**config.mk**
```make
export PLATFORM = sky130hd
export DESIGN_NAME = cache_victim_sel
export DESIGN_NICKNAME = d
export VERILOG_FILES = /design/src/rtl/cvs_pkg.sv /design/src/rtl/cvs_lowest.sv /design/src/rtl/cvs_mask_regs.sv /design/src/rtl/cvs_pick.sv /design/src/rtl/cache_victim_sel.sv
export SDC_FILE = /design/constraint.sdc
export NUM_CORES = 1
export LEC_CHECK = 0
export ABC_CLOCK_PERIOD_IN_PS = 2400
export BUFFER_PORTS_ARGS = -buffer_cell sky130_fd_sc_hd__buf_2
export CORE_AREA = 8 8 97 99
export DETAILED_ROUTE_END_ITERATION = 16
export DIE_AREA = 0 0 105 107
export PLACE_DENSITY = 0.72
export SLEW_MARGIN = 20
export SYNTH_ARGS = -nofsm -noshare
export SYNTH_HDL_FRONTEND = slang
export SYNTH_SLANG_ARGS = --single-unit
```
**constraint.sdc**
```tcl
create_clock -name clk -period 2.4 [get_ports clk]
set_input_delay 0.24 -clock clk [delete_from_list [all_inputs] [get_ports clk]]
set_output_delay 0.24 -clock clk [all_outputs]
set_load 0.02 [all_outputs]
```
**src/rtl/cvs_pkg.sv**
```systemverilog
package cvs_pkg;
   localparam int LINE_SHIFT = 7;

   typedef enum logic [1:0] {
      PICK_NONE    = 2'd0,
      PICK_INVALID = 2'd1,
      PICK_UNUSED  = 2'd2,
      PICK_SWEEP   = 2'd3
   } pick_e;
endpackage

```
**src/rtl/cvs_lowest.sv**
```systemverilog
module cvs_lowest #(
   parameter int W   = 8,
   localparam int IW = (W > 1) ? $clog2(W) : 1
) (
   input  logic [W-1:0]  vec,
   output logic          found,
   output logic [IW-1:0] idx
);
   always_comb begin
      found = 1'b0;
      idx   = '0;
      for (int i = W - 1; i >= 0; i--) begin
         if (vec[i]) begin
            found = 1'b1;
            idx   = IW'(i);
         end
      end
   end
endmodule

```
**src/rtl/cvs_mask_regs.sv**
```systemverilog
module cvs_mask_regs #(
   parameter int NUM_WAYS  = 8,
   parameter int NUM_CORES = 4,
   parameter int ID_W      = 3
) (
   input  logic                clk,
   input  logic                rst_n,
   input  logic                cfg_we,
   input  logic [ID_W-1:0]     cfg_sel,
   input  logic [NUM_WAYS-1:0] cfg_wdata,
   output logic [NUM_WAYS-1:0] cfg_rdata,
   input  logic [ID_W-1:0]     req_id,
   output logic [NUM_WAYS-1:0] req_mask
);
   localparam int NUM_REQ = NUM_CORES + 1;
   localparam int HW_SLOT = NUM_CORES;

   logic [NUM_REQ-1:0][NUM_WAYS-1:0] mask_all;
   logic                             wr_ok;

   function automatic int slot_of(input logic [ID_W-1:0] id);
      return (int'(id) < NUM_CORES) ? int'(id) : HW_SLOT;
   endfunction

   assign wr_ok = cfg_we && !(&cfg_wdata);

   for (genvar g = 0; g < NUM_REQ; g++) begin : gen_slot
      logic [NUM_WAYS-1:0] q;
      always_ff @(posedge clk) begin
         if (!rst_n) q <= '0;
         else if (wr_ok && slot_of(cfg_sel) == g) q <= cfg_wdata;
      end
      assign mask_all[g] = q;
   end

   assign cfg_rdata = mask_all[slot_of(cfg_sel)];
   assign req_mask  = mask_all[slot_of(req_id)];
endmodule

```
**src/rtl/cvs_pick.sv**
```systemverilog
module cvs_pick
   import cvs_pkg::*;
#(
   parameter int NUM_WAYS = 8,
   localparam int WAY_W   = $clog2(NUM_WAYS)
) (
   input  logic [NUM_WAYS-1:0] mask,
   input  logic [NUM_WAYS-1:0] valid,
   input  logic [NUM_WAYS-1:0] dirty,
   input  logic [NUM_WAYS-1:0] lock,
   input  logic [NUM_WAYS-1:0] used,
   output pick_e               reason,
   output logic [WAY_W-1:0]    way,
   output logic                way_dirty,
   output logic [NUM_WAYS-1:0] clr_mask
);
   logic [NUM_WAYS-1:0] elig;
   logic                f_inv, f_unu, f_any;
   logic [WAY_W-1:0]    i_inv, i_unu, i_any;

   assign elig = ~mask & ~lock;

   cvs_lowest #(.W(NUM_WAYS)) u_inv (.vec(elig & ~valid), .found(f_inv), .idx(i_inv));
   cvs_lowest #(.W(NUM_WAYS)) u_unu (.vec(elig & ~used),  .found(f_unu), .idx(i_unu));
   cvs_lowest #(.W(NUM_WAYS)) u_any (.vec(elig),          .found(f_any), .idx(i_any));

   always_comb begin
      clr_mask = '0;
      way      = '0;
      if (f_inv) begin
         reason = PICK_INVALID;
         way    = i_inv;
      end else if (f_unu) begin
         reason = PICK_UNUSED;
         way    = i_unu;
      end else if (f_any) begin
         reason   = PICK_SWEEP;
         way      = i_any;
         clr_mask = elig;
      end else begin
         reason = PICK_NONE;
      end
   end

   assign way_dirty = (reason != PICK_NONE) && valid[way] && dirty[way];
endmodule

```
**src/rtl/cache_victim_sel.sv**
```systemverilog
module cache_victim_sel
   import cvs_pkg::*;
#(
   parameter int NUM_WAYS  = 8,
   parameter int NUM_CORES = 4,
   parameter int SET_BITS  = 6,
   parameter int PADDR_W   = 40,
   localparam int ID_W     = $clog2(NUM_CORES + 1),
   localparam int WAY_W    = $clog2(NUM_WAYS)
) (
   input  logic                clk,
   input  logic                rst_n,
   input  logic                cfg_we,
   input  logic [ID_W-1:0]     cfg_sel,
   input  logic [NUM_WAYS-1:0] cfg_wdata,
   output logic [NUM_WAYS-1:0] cfg_rdata,
   input  logic                req_valid,
   input  logic [ID_W-1:0]     req_id,
   input  logic [PADDR_W-1:0]  req_paddr,
   input  logic [NUM_WAYS-1:0] way_valid,
   input  logic [NUM_WAYS-1:0] way_dirty,
   input  logic [NUM_WAYS-1:0] way_lock,
   input  logic [NUM_WAYS-1:0] way_use,
   output logic                out_valid,
   output logic [SET_BITS-1:0] set_index,
   output logic                victim_valid,
   output logic [WAY_W-1:0]    victim_way,
   output logic                victim_dirty,
   output logic                no_victim,
   output logic [NUM_WAYS-1:0] use_clr_mask
);
   if (NUM_WAYS < 2) begin : gen_chk_ways
      $error("NUM_WAYS must be at least 2");
   end
   if (NUM_CORES < 1) begin : gen_chk_cores
      $error("NUM_CORES must be at least 1");
   end
   if (LINE_SHIFT + SET_BITS > PADDR_W) begin : gen_chk_addr
      $error("set index does not fit in the address");
   end

   logic [NUM_WAYS-1:0] lookup_mask;
   pick_e               pk_reason;
   logic [WAY_W-1:0]    pk_way;
   logic                pk_dirty;
   logic [NUM_WAYS-1:0] pk_clr;

   cvs_mask_regs #(
      .NUM_WAYS(NUM_WAYS), .NUM_CORES(NUM_CORES), .ID_W(ID_W)
   ) u_masks (
      .clk(clk), .rst_n(rst_n), .cfg_we(cfg_we), .cfg_sel(cfg_sel),
      .cfg_wdata(cfg_wdata), .cfg_rdata(cfg_rdata),
      .req_id(req_id), .req_mask(lookup_mask)
   );

   cvs_pick #(.NUM_WAYS(NUM_WAYS)) u_pick (
      .mask(lookup_mask), .valid(way_valid), .dirty(way_dirty),
      .lock(way_lock), .used(way_use), .reason(pk_reason),
      .way(pk_way), .way_dirty(pk_dirty), .clr_mask(pk_clr)
   );

   always_ff @(posedge clk) begin
      if (!rst_n) begin
         out_valid    <= 1'b0;
         set_index    <= '0;
         victim_valid <= 1'b0;
         victim_way   <= '0;
         victim_dirty <= 1'b0;
         no_victim    <= 1'b0;
         use_clr_mask <= '0;
      end else begin
         out_valid <= req_valid;
         if (req_valid) begin
            set_index    <= req_paddr[LINE_SHIFT +: SET_BITS];
            victim_valid <= (pk_reason != PICK_NONE);
            no_victim    <= (pk_reason == PICK_NONE);
            victim_way   <= pk_way;
            victim_dirty <= pk_dirty;
            use_clr_mask <= pk_clr;
         end
      end
   end
endmodule

```
==> results.cfg, run 1 <==
[sta]
fin_crit_ns = 2.48
setup_ws_ns = -0.0839
max_slew_margin_pct = 57.6
hold_viol = 0
slew_viol_final = 0
fin_crit_sh_pct = 103
max_freq_mhz = 403
fin_skew_ns = 0.00876
finalSetupViolations = 1
worst_pin_slew_ns = 0.637
timing.setup.tns_ns = -0.0839
rsz0062_at_grt = true

[place]
place_area_sq_mm = 0.00461
io_buffers = 84
routabilityCongestion = 0.950
dp_hpwl_um = 8210

[cells_and_area]
n_antenna_cell = 0
nets = 617
postLayoutCoreUtil_pct = 63.1
seq_area_sq_mm = 0.00123
stdcell_area_sq_mm = 0.00500
syn2layout_area_growth_pct = 42.5
drive_gt1_share_pct = 45.1
multi_input_area_sq_mm = 0.00233
nFillCells = 701

[routing]
drt_wl_total_um = 10900
dr.pass1.iters = 4
wl_per_cell_um = 17.1
route.antenna.remaining_nets = 0
avgViaCountPerCell = 5.28
vias = 3365
drt_iter0_drc = 151
drc = 0

[cts]
clk_pin_slew_ns = 0.07
clkLatencyLatePin_ns = 0.35
clock_path_buffers = 2
cts_tree = done
htreeDepth = 3
clock-sinks = 61
cts_hold_buf = 0
cts_buffers = 9
root_buffer = clkbuf_8

[die]
num_rows = 33
die_w_um = 105
die-area_sq_mm = 0.0112
ios = 119
initial_core_util_pct = 44.3
dieHeight_um = 107
core-area_sq_mm = 0.00793

[synthesis]
synth_top_area_share_pct = 34.8
ys_ff_latch = 61
synth_cell_types = 54
synth_top_area_cell = dfxtp_1
synthCells = 372
yosysMostFrequentCell = mux2i_1
syn_avg_cell_area_sq_um = 9.43
yosysWarnings = 0
yosysSeqAreaShare_pct = 34.8
synth_ff_type = dfxtp_1
synth_edf_count = 0
synth_area_sq_mm = 0.00351
syn_nets = 462
synthTopCellsByArea = dfxtp_1, mux2i_1, nor2b_1
ys_async_sr_fraction_pct = 0
yosys-top-cells-count = mux2i_1, dfxtp_1, nor2_1

[critical_path]
slowest_delay_ns = 0.37
critPathCaptureType = flop
path_class = flop to flop
crit_slowest_cell = or3_4
cp.arrival_ns = 2.75
critical_path_peak_fanout = 5
worst_setup_path_start_kind = flop
worstPathCellList = mux2i_2 -> o22ai_2 -> or3_4 -> and3_4 -> o311a_4 -> o21ai_2 -> nand2_2 -> buf_4 -> mux2i_1 -> o22ai_1 -> o32ai_2
critPathRequiredTime_ns = 2.66

[global_routing]
grt_pass1_wl_um = 17900
grt_max_degree = 45
grt_usage_pct = 19.7
grt_pass1_vias = 3617
overflow = 0
antenna_found_initial = 0

[min_path]
hold_class = input port to flop

[power_and_ir_drop]
ir_drop_mv = 0.250
powerDensity_mw_per_mm2 = 524
leakage_nw = 2.24

[outcome]
violations = negative setup slack
status = finished with violations

[run]
drv_cap = 0
[cells by family after synthesis]
kind of cell | synth area share [%]
buffers and inverters | 4.49
muxes | 24.1
AOI/OAI and AO/OA | 15.9
and+or+nand+nor | 20.7
DFF | 34.8
[per-layer routing]
layer / routed length [um] / track usage, % / vias to the layer above
li1: - / - / 1644
met1: 4920 / 24.2 / 1588
met2: 4990 / 32.0 / 117
met3: 821 / 5.64 / 16
met4: 166 / 7.44 / 0
met5: 0 / 0 / -
[flip-flops by register name, summed over array words and instances (netlist names)]
| name | flops |
|---|---|
| out_valid | 1 |
| victim_valid | 1 |
| victim_way | 3 |
| use_clr_mask | 8 |
| victim_dirty | 1 |
| set_index | 6 |
| u_masks.gen_slot.q | 40 |
| no_victim | 1 |
[cell type report]
cell class                      count  area share (%)
Multi-Input combinational cell    278            46.6
Sequential cell                    61            24.6
Timing Repair Buffer              165            21.3
Clock buffer                       10            2.75
Tap cell                          105            2.63
Clock inverter                      6            1.25
Inverter                           12           0.901
[worst paths after layout]
| check | start | endpoint | slack (ns) | depth (start not counted) |
|---|---|---|---|---|
| max | u_masks.gen_slot[0].q[2] | victim_dirty | -0.08 | 11 |
| min | req_paddr[8] | set_index[1] | 0.12 | 3 |
| max reg2reg | u_masks.gen_slot[0].q[2] | victim_dirty | -0.08 | 11 |
| min reg2reg | victim_dirty | victim_dirty | 0.49 | 2 |
[placed cells by master, fill, tap and decap left out, types with 10 or more instances in the layout]
master	synthesis	final
nand2_1	21	21
inv_1	11	11
buf_4	0	78
buf_2	3	84
o22ai_1	14	12
nor2_1	34	34
mux2i_1	70	63
and2_1	12	12
clkbuf_8	0	10
nor2b_1	33	33
dfxtp_1	61	55
[through the flow]
step / setup WS, ns / hold slack, ns / std cells / power, W
detailed placement: -0.468 / 0.484 / 617 / 0.00165
finish: -0.0839 / 0.124 / 637 / 0.00262
global placement: -0.442 / 0.470 / 617 / 0.00164
CTS: -0.0956 / 0.113 / 637 / 0.00263
floorplan: -0.153 / 0.384 / 372 / 0.00140
global route: -0.217 / 0.128 / 637 / 0.00275
[where the power goes]
group | switching, W | internal (W) | leakage (nW)
registers | 0.0000204 | 0.00105 | 0.499
clock network | 0.000439 | 0.000503 | 0.0943
logic | 0.000311 | 0.000303 | 1.65
total | 0.000770 | 0.00185 | 2.24
[critical path: cells and delay by family, from the launching register on]
kind | cells | cell delay, ns
AO/OA/AOI/OAI | 5 | 0.94
AND/OR/NAND/NOR | 3 | 0.65
flip-flops | 1 | 0.33
multiplexers | 2 | 0.32
buffers and inverters | 1 | 0.15
[what timing repair did]
| action | in CTS | in global routing |
|---|---|---|
| setup buffers | 4 | 3 |
| pin swaps | 6 | 9 |
| endpoints found under the hold margin | 0 | 0 |
| endpoints found under the setup margin | 1 | 11 |
| gates resized for setup | 16 | 16 |
No activity file was read; power rests on OpenSTA's default activity.
==> run 2: changes to the inputs <==
--- a/config.mk
+++ b/config.mk
@@ -11,6 +11,7 @@
 export DETAILED_ROUTE_END_ITERATION = 16
 export DIE_AREA = 0 0 105 107
 export PLACE_DENSITY = 0.72
+export SETUP_SLACK_MARGIN = 0.3
 export SLEW_MARGIN = 20
 export SYNTH_ARGS = -nofsm -noshare
 export SYNTH_HDL_FRONTEND = slang
==> run 2 against run 1 <==
  * The run still ends with negative setup slack left
  * Combinational power grew 1%
  * Cell count grew 0.94%
  * Clock skew is essentially flat
  * Fmax shrank 2.4%
  * Global-route usage grew 0.19 points
  * Critical path type unchanged
  * Via count grew 1.1%
  * Highest routed layer is now met5
==> results.cfg, run 2 (synthesis results as in run 1) <==
[power_and_ir_drop]
powerDensity_mw_per_mm2 = 495
power_w = 0.00247
leakage_nw = 2.27
ir_drop_mv = 0.426

[cells_and_area]
syn2layout_area_growth_pct = 42.4
postLayoutCoreUtil_pct = 63.0
nFillCells = 692
final_common_cell = buf_2
multi_input_area_sq_mm = 0.00230
nets = 623
largestRegisters = u_masks.gen_slot.q: 40 flops, use_clr_mask: 8 flops, set_index: 6 flops
largest_reg_flops = 40
n_antenna_cell = 0
regMostFlops = u_masks.gen_slot.q
final_cell_mix = buf_2, buf_4, mux2i_1, dfxtp_1, nor2_1
seq_area_sq_mm = 0.00123
drive_gt1_share_pct = 45.5

[sta]
rsz0062_at_grt = true
setup_ws_ns = -0.146
slew_viol_final = 0
hold_viol = 0
max_freq_mhz = 393
worst_pin_slew_ns = 0.618
finalSetupViolations = 2
fin_crit_sh_pct = 106
finalHoldWorstSlack_ns = 0.132
timing.setup.tns_ns = -0.210
fin_skew_ns = 0.00872
max_slew_margin_pct = 58.8
fin_crit_ns = 2.55

[cts]
cts_tree = done
htreeDepth = 3
cts_buffers = 9
clock_path_buffers = 2
clk_pin_slew_ns = 0.07
root_buffer = clkbuf_8
clkLatencyLatePin_ns = 0.34
clock-sinks = 61
cts_hold_buf = 0

[global_routing]
overflow = 0
grt_pass1_vias = 3559
grt_pass1_wl_um = 18100
grt_usage_pct = 19.9
grt_max_degree = 45
antenna_found_initial = 1

[die]
core-area_sq_mm = 0.00793
die-area_sq_mm = 0.0112
initial_core_util_pct = 44.3
die_w_um = 105
num_rows = 33
dieHeight_um = 107
ios = 119

[routing]
met3WireLength_um = 719
wl_per_cell_um = 17.5
avgViaCountPerCell = 5.29
drc = 0
dr_wl_met2_um = 5120
dr.max_layer_used = met5
vias = 3402
met1_length_um = 5150
route.antenna.remaining_nets = 0
dr.pass1.iters = 5
drt_wl_total_um = 11200
drt_iter0_drc = 215

[place]
io_buffers = 84
dp_hpwl_um = 8340
routabilityCongestion = 0.937

[min_path]
hold_class = input port to flop

[critical_path]
r2r_setup_slack_ns = -0.15
worstPathCellList = mux2i_2 -> o22ai_2 -> or3_4 -> nor2b_4 -> o311a_1 -> o21ai_2 -> nand2_2 -> and3_4 -> o311ai_4 -> o32ai_2
cp.arrival_ns = 2.76
crit_slowest_cell = or3_4
critPathRequiredTime_ns = 2.61
worst_setup_path_start_kind = flop
critical_path_peak_fanout = 5
critPathCaptureType = flop
slowest_delay_ns = 0.44
path_class = flop to flop

[outcome]
violations = negative setup slack
status = finished with violations

[run]
drv_cap = 0
-- run 2: cell count changes in the layout (fill, tap and decap cells not counted), moves of 2 or more --
cell,delta
buf_6,+5
clkbuf_1,+5
clkinvlp_4,-3
dfxtp_1,-3
dfxtp_2,+3
mux2i_2,+2
mux2i_4,-3
o21ai_0,-2
-- run 2: layout make-up --
cell class | instances | area share (%)
well taps | 105 | 2.63
clock inverters | 2 | 0.200
inverters | 12 | 0.902
multi-input cells | 278 | 46.1
flip-flops and latches | 61 | 24.7
repair buffers | 171 | 22.6
clock buffers | 14 | 2.86
-- run 2: repair_timing --
action | in CTS | in global routing
buffers inserted | 6 | 5
endpoints found under the hold margin | 0 | 0
pin swaps | 7 | 23
resized for setup | 12 | 30
setup endpoints to repair | 12 | 13
-- run 2: path summary, 6_finish.rpt --
path | cells past startpoint | endpoint | from
worst max register to register | 10 | victim_dirty | u_masks.gen_slot[3].q[2]
worst max-delay path | 10 | victim_dirty | u_masks.gen_slot[3].q[2]
worst min register to register | 2 | set_index[1] | set_index[1]
worst min-delay path | 3 | set_index[0] | req_paddr[7]
-- run 2: per-layer routing --
metal | up-vias | track usage, %
met5 | - | 0
met4 | 2 | 7.54
met3 | 27 | 5.94
met2 | 112 | 32.9
met1 | 1609 | 23.8
li1 | 1652 | -
-- run 2: worst max-delay path: cells and delay by family, from the launching register on --
family | cells | cell delay, ns
muxes | 1 | 0.17
AOI/OAI and AO/OA | 5 | 1.04
DFF | 1 | 0.34
and+or+nand+nor | 4 | 0.87
-- run 2: metrics by stage --
stage | area [sq um] | setup slack, ns | std cells
finish | 5000 | -0.146 | 643
global route | 5000 | -0.229 | 643
CTS | 4840 | -0.103 | 638
detailed placement | 4600 | -0.402 | 616
global placement | 4600 | -0.387 | 616
floorplan | 3560 | -0.153 | 372
-- run 2: power breakdown --
group          internal, W  leakage (nW)  switching (W)
Sequential         0.00105         0.501      0.0000203
Clock             0.000374        0.0784       0.000410
Combinational     0.000306          1.69       0.000318
Total              0.00173          2.27       0.000747
